`config.mk`:
```
export PLATFORM = sky130hd
export DESIGN_NAME = core_tick_timer
export DESIGN_NICKNAME = d
export VERILOG_FILES = /design/src/rtl/tmr_pkg.sv /design/src/rtl/tmr_ctrl_regs.sv /design/src/rtl/tmr_prescaler.sv /design/src/rtl/tmr_downcount.sv /design/src/rtl/core_tick_timer.sv
export SDC_FILE = /design/constraint.sdc
export NUM_CORES = 1
export LEC_CHECK = 0
export ABC_AREA = 1
export CAP_MARGIN = 10
export CELL_PAD_IN_SITES_DETAIL_PLACEMENT = 2
export CELL_PAD_IN_SITES_GLOBAL_PLACEMENT = 2
export CORE_UTILIZATION = 35
export CTS_CLUSTER_SIZE = 30
export DETAILED_ROUTE_END_ITERATION = 16
export DONT_BUFFER_PORTS = 1
export PLACE_DENSITY_LB_ADDON = 0.1
export SKIP_LAST_GASP = 1
export SLEW_MARGIN = 20
export SYNTH_ARGS = -nofsm -noshare
export SYNTH_HDL_FRONTEND = slang
export SYNTH_SLANG_ARGS = --single-unit
```
`constraint.sdc`:
```
create_clock -name clk -period 2.2 [get_ports clk]
set_input_delay 0.33 -clock clk [delete_from_list [all_inputs] [get_ports clk]]
set_output_delay 0.33 -clock clk [all_outputs]
set_load 0.05 [all_outputs]
```
`src/rtl/tmr_pkg.sv`:
```
package tmr_pkg;
   // word index of each register (byte offset divided by 4)
   typedef enum logic [1:0] {
      SEL_CTRL   = 2'd0,
      SEL_PERIOD = 2'd1,
      SEL_SCALE  = 2'd2,
      SEL_COUNT  = 2'd3
   } reg_sel_e;

   localparam int B_PWR    = 0;
   localparam int B_RUN    = 1;
   localparam int B_RELOAD = 2;
   localparam int B_FLAG   = 3;
   localparam int CTRL_W   = 4;

   typedef struct packed {
      logic flag;
      logic reload;
      logic run;
      logic pwr;
   } ctrl_t;
endpackage

```
`src/rtl/tmr_ctrl_regs.sv`:
```
module tmr_ctrl_regs
   import tmr_pkg::*;
#(
   parameter int DATA_W       = 32,
   parameter int CNT_W        = 32,
   parameter int SCALE_W      = 32,
   parameter bit HAS_PRESCALE = 1'b1
) (
   input  logic               clk,
   input  logic               rst_n,
   input  logic               wr_ctrl,
   input  logic               wr_period,
   input  logic               wr_scale,
   input  logic [DATA_W-1:0]  wdata,
   input  logic               expire,
   output ctrl_t              ctrl,
   output logic [CNT_W-1:0]   period,
   output logic [SCALE_W-1:0] scale
);
   // control word: software fields plus sticky status
   always_ff @(posedge clk or negedge rst_n) begin
      if (!rst_n) begin
         ctrl <= '0;
      end else begin
         if (wr_ctrl) begin
            ctrl.pwr    <= wdata[B_PWR];
            ctrl.run    <= wdata[B_RUN];
            ctrl.reload <= wdata[B_RELOAD];
         end else if (expire && !ctrl.reload) begin
            ctrl.run <= 1'b0;
         end
         if (expire)
            ctrl.flag <= 1'b1;
         else if (wr_ctrl && wdata[B_FLAG])
            ctrl.flag <= 1'b0;
      end
   end

   always_ff @(posedge clk or negedge rst_n) begin
      if (!rst_n)
         period <= '0;
      else if (wr_period)
         period <= wdata[CNT_W-1:0];
   end

   generate
      if (HAS_PRESCALE) begin : g_scale_reg
         always_ff @(posedge clk or negedge rst_n) begin
            if (!rst_n)
               scale <= '0;
            else if (wr_scale)
               scale <= wdata[SCALE_W-1:0];
         end
      end else begin : g_scale_none
         assign scale = '0;
      end
   endgenerate
endmodule

```
`src/rtl/tmr_prescaler.sv`:
```
module tmr_prescaler #(
   parameter int SCALE_W      = 32,
   parameter bit HAS_PRESCALE = 1'b1
) (
   input  logic               clk,
   input  logic               rst_n,
   input  logic               active,
   input  logic [SCALE_W-1:0] scale,
   output logic               tick
);
   generate
      if (HAS_PRESCALE) begin : g_div
         logic [SCALE_W-1:0] div_q;
         logic               div_zero;
         assign div_zero = (div_q == '0);
         assign tick     = active && div_zero;
         // idle: keep the divider primed so a restart waits a full interval
         always_ff @(posedge clk or negedge rst_n) begin
            if (!rst_n)
               div_q <= '0;
            else if (!active || div_zero)
               div_q <= scale;
            else
               div_q <= div_q - 1'b1;
         end
      end else begin : g_direct
         assign tick = active;
      end
   endgenerate
endmodule

```
`src/rtl/tmr_downcount.sv`:
```
module tmr_downcount #(
   parameter int CNT_W = 32
) (
   input  logic             clk,
   input  logic             rst_n,
   input  logic             tick,
   input  logic             wr_count,
   input  logic [CNT_W-1:0] wr_value,
   input  logic             reload_en,
   input  logic [CNT_W-1:0] period,
   output logic [CNT_W-1:0] count,
   output logic             expire,
   output logic             irq
);
   localparam logic [CNT_W-1:0] LAST = CNT_W'(1);

   // a software write wins over the tick and cancels the expiry
   assign expire = tick && !wr_count && (count <= LAST);

   always_ff @(posedge clk or negedge rst_n) begin
      if (!rst_n) begin
         count <= '0;
         irq   <= 1'b0;
      end else begin
         irq <= expire;
         if (wr_count)
            count <= wr_value;
         else if (expire)
            count <= reload_en ? period : '0;
         else if (tick)
            count <= count - 1'b1;
      end
   end
endmodule

```
`src/rtl/core_tick_timer.sv`:
```
module core_tick_timer
   import tmr_pkg::*;
#(
   parameter int DATA_W       = 32,
   parameter int ADDR_W       = 4,
   parameter int CNT_W        = 32,
   parameter int SCALE_W      = 32,
   parameter bit HAS_PRESCALE = 1'b1
) (
   input  logic              clk,
   input  logic              rst_n,
   input  logic              wr_en,
   input  logic [ADDR_W-1:0] addr,
   input  logic [DATA_W-1:0] wdata,
   output logic [DATA_W-1:0] rdata,
   output logic              irq
);
   localparam int WORD_LSB = 2;
   localparam int MAP_BITS = WORD_LSB + 2;

   generate
      if (ADDR_W < MAP_BITS) begin : g_bad_addr
         $error("ADDR_W too small for the register map");
      end
      if (DATA_W < CTRL_W) begin : g_bad_data
         $error("DATA_W narrower than the control word");
      end
      if (CNT_W < 1 || CNT_W > DATA_W) begin : g_bad_cnt
         $error("CNT_W must lie in 1..DATA_W");
      end
      if (SCALE_W < 1 || SCALE_W > DATA_W) begin : g_bad_scale
         $error("SCALE_W must lie in 1..DATA_W");
      end
   endgenerate

   reg_sel_e           sel;
   logic               hit;
   logic               wr_ctrl, wr_period, wr_scale, wr_count;
   ctrl_t              ctrl;
   logic [CNT_W-1:0]   period;
   logic [CNT_W-1:0]   count;
   logic [SCALE_W-1:0] scale;
   logic               active;
   logic               tick;
   logic               expire;

   assign sel = reg_sel_e'(addr[WORD_LSB+1:WORD_LSB]);

   generate
      if (ADDR_W > MAP_BITS) begin : g_hi_dec
         assign hit = (addr[ADDR_W-1:MAP_BITS] == '0) && (addr[WORD_LSB-1:0] == '0);
      end else begin : g_lo_dec
         assign hit = (addr[WORD_LSB-1:0] == '0);
      end
   endgenerate

   assign wr_ctrl   = wr_en && hit && (sel == SEL_CTRL);
   assign wr_period = wr_en && hit && (sel == SEL_PERIOD);
   assign wr_scale  = wr_en && hit && (sel == SEL_SCALE);
   assign wr_count  = wr_en && hit && (sel == SEL_COUNT);

   assign active = ctrl.pwr && ctrl.run;

   tmr_ctrl_regs #(
      .DATA_W      (DATA_W),
      .CNT_W       (CNT_W),
      .SCALE_W     (SCALE_W),
      .HAS_PRESCALE(HAS_PRESCALE)
   ) u_regs (
      .clk      (clk),
      .rst_n    (rst_n),
      .wr_ctrl  (wr_ctrl),
      .wr_period(wr_period),
      .wr_scale (wr_scale),
      .wdata    (wdata),
      .expire   (expire),
      .ctrl     (ctrl),
      .period   (period),
      .scale    (scale)
   );

   tmr_prescaler #(
      .SCALE_W     (SCALE_W),
      .HAS_PRESCALE(HAS_PRESCALE)
   ) u_div (
      .clk   (clk),
      .rst_n (rst_n),
      .active(active),
      .scale (scale),
      .tick  (tick)
   );

   tmr_downcount #(
      .CNT_W(CNT_W)
   ) u_cnt (
      .clk      (clk),
      .rst_n    (rst_n),
      .tick     (tick),
      .wr_count (wr_count),
      .wr_value (wdata[CNT_W-1:0]),
      .reload_en(ctrl.reload),
      .period   (period),
      .count    (count),
      .expire   (expire),
      .irq      (irq)
   );

   always_comb begin
      rdata = '0;
      if (hit) begin
         unique case (sel)
            SEL_CTRL:   rdata[CTRL_W-1:0]  = ctrl;
            SEL_PERIOD: rdata[CNT_W-1:0]   = period;
            SEL_SCALE:  rdata[SCALE_W-1:0] = scale;
            SEL_COUNT:  rdata[CNT_W-1:0]   = count;
         endcase
      end
   end
endmodule

```
==> results.sh <==
export IMPL_status="finished with violations"
export IMPL_violations="negative hold slack"
export IMPL_synth_area_mm2=0.008297
export IMPL_slowest_delay_ns=0.44
export IMPL_worstPathArrival_ns=2.54
export IMPL_drive_above_1_share_pct=10.95
export IMPL_ys_ff_latch=133
export IMPL_crit_chain="inv_1, ha_1, nand2_2, a21oi_2, inv_2, nor2_2, buf_4, nand2_4, inv_2, nand3_1, nand3_1"
export IMPL_initial_core_util_pct=36.21
export IMPL_slew_headroom_pct=63.81
export IMPL_r2r_start="u_cnt.count[0]"
export IMPL_synth_distinct_cells=34
export IMPL_worst_pin_slew_ns=0.5399
export IMPL_drcViolationCount=0
export IMPL_place_area_mm2=0.009353
export IMPL_layout_common_cells="nand2_1, inv_1, dfrtp_1"
export IMPL_coreArea_mm2=0.02292
export IMPL_cp_num_buf_inv=4
export IMPL_totalWireLength_mm=34.72
export IMPL_gp_congestion=0.8461
export IMPL_ir_worst_vdd_mv=0.4393
export IMPL_drv_slew=0
export IMPL_dpl_cell_count=1567
export IMPL_powerDensity_mw_per_mm2=960.4
export IMPL_crit_family="simple AND/OR/NAND/NOR gates"
export IMPL_portBuffers=0
export IMPL_syn2layout_area_growth_pct=21.19
export IMPL_p_total_mw=9.656
export IMPL_fin_tns_setup_ns=0
export IMPL_crit_slowest_cell="dfrtp_1"
export IMPL_fin_util_pct=43.88
export IMPL_finalCritPeriodShare_pct=98.44
export IMPL_stdcell_area_mm2=0.01005
export IMPL_cts_buffer_depth=2
export IMPL_grt_pass1_wl_mm=53.62
export IMPL_startpoint="u_cnt.count[0]"
export IMPL_tritoncts="built"
export IMPL_clock_sinks=133
export IMPL_synthCells=1231
export IMPL_hold_violations=133
export IMPL_async_reset_ff_share_pct=100.0
export IMPL_clockRootBuffer="clkbuf_16"
export IMPL_clk_pin_slew_ns=0.07
export IMPL_drv_cap=0
export IMPL_final_cells=1601
export IMPL_finalSetupViolCount=0
export IMPL_p_leak_nw=5.035
export IMPL_dr_pass1_iters=4
export IMPL_die_x_um=156.0
export IMPL_clock_latency_ns=0.45
export IMPL_ctsHtreeMaxLevel=4
export IMPL_rsz0062_at_grt="yes"
export IMPL_ys_flop_type="dfrtp_1"
export IMPL_ys_warn_count=0
export IMPL_grt_max_degree=134
export IMPL_fin_crit_ns=2.166
export IMPL_hp_class="in -> async"
export IMPL_post_place_ws_ns=0.02236
export IMPL_num_vias=8353
export IMPL_die_h_um=156.0
export IMPL_synth_edf_count=0
export IMPL_grt_overflow=0
export IMPL_io_pin_count=72
export IMPL_avgSynthCellArea_um2=6.740
export IMPL_diodes=0
export IMPL_vias_per_cell=5.217
export IMPL_wl_per_cell_um=21.69
export IMPL_cp_required_ns=2.58
export IMPL_fmax_mhz=461.7
export IMPL_final_common_cell="nand2_1"
export IMPL_cp_end_kind="flop"
export IMPL_antenna_found_initial=1
export IMPL_grt_pass1_vias=9209
export IMPL_cts_made_buffers=17
export IMPL_path_class="reg -> reg"
export IMPL_ys_seq_area_share_pct=40.11
export IMPL_worst_setup_path_start_kind="flop"
export IMPL_row_count=55
export IMPL_finalNetCount=1318
export IMPL_setup_slack_ns=0.03428
export IMPL_drtIter0Drc=456
export IMPL_dieArea_mm2=0.02433
export IMPL_track_usage_pct=29.85
export IMPL_place_hpwl_mm=24.96
export IMPL_syn_nets=1274
export IMPL_worst_clock_skew_ns=0.01869
export IMPL_critPathMaxFanout=7
export IMPL_drtAntennaViolNets=0
export IMPL_fin_hold_ws_ns=-0.4163
-- timing repair --
item                                    in CTS  in global routing
buffers inserted                             0                  2
gates resized for setup                      1                 11
hold endpoints to repair                   133                133
pin swaps                                    1                  1
endpoints found under the setup margin       3                 29
-- layout make-up --
cell class / count / area [um2]
tap: 313 / 391.6
timing repair buffer: 69 / 897.1
inverter: 173 / 653.1
clock inverter: 15 / 191.4
multi-input combinational: 881 / 4168
sequential: 133 / 3328
clock buffer: 17 / 425.4
fill: 2730 / 12860
-- worst paths after layout --
path                                               to  slack, ns  cells after the start
worst max-delay path                   u_cnt.count[1]       0.03                     11
min in group clk                       u_cnt.count[6]       0.02                      2
max in group asynchronous             u_cnt.count[19]       2.33                      0
worst min-delay path            u_div.g_div.div_q[28]      -0.42                      0
worst max register to register         u_cnt.count[1]       0.03                     11
worst min register to register       u_regs.period[7]       0.49                      2
-- kinds of logic after synthesis --
logic type                 share of synthesized area (%)
xor gates and xnor gates                           4.750
and+or+nand+nor                                    32.66
adders and majority gates                         0.6033
buffers and inverters                              10.29
DFF                                                40.11
AOI/OAI and AO/OA                                  11.58
-- routing by layer --
metal,up-vias,routed length (um),GRT usage [%]
met4,0,1231,12.18
li1,3918,-,-
met5,-,0,0
met3,70,1465,5.417
met1,4196,15100,36.75
met2,169,16930,51.28
-- cell usage after synthesis, drive strengths merged (2+ instances only) --
master | number | area, um2
clkbuf | 27 | 101.4
nand4 | 10 | 62.56
or2 | 3 | 18.77
o221ai | 6 | 52.55
a31oi | 2 | 12.51
ha | 4 | 50.05
xor2 | 39 | 341.6
o21ai | 131 | 655.6
xnor2 | 6 | 52.55
nand3b | 6 | 45.04
a221oi | 4 | 35.03
buf | 17 | 102.6
nand2 | 437 | 1663
dfrtp | 133 | 3328
inv | 172 | 645.6
o211ai | 17 | 127.6
nand3 | 69 | 355.3
a21oi | 14 | 70.07
nor2 | 129 | 544.3
nor3 | 2 | 15.01
-- where the power goes --
| part | total (mW) | switching [mW] | internal [mW] |
|---|---|---|---|
| combinational | 2.96 | 1.93 | 1.02 |
| sequential | 3.61 | 0.633 | 2.98 |
| clock | 3.09 | 1.28 | 1.81 |
| total | 9.66 | 3.84 | 5.81 |
-- registers in the layout (all words and copies together), names as in the netlist --
register / count
u_cnt.count: 32
u_regs.ctrl: 4
u_cnt.irq: 1
u_div.g_div.div_q: 32
u_regs.period: 32
u_regs.scale: 32
(Power assumes the default switching activity.)
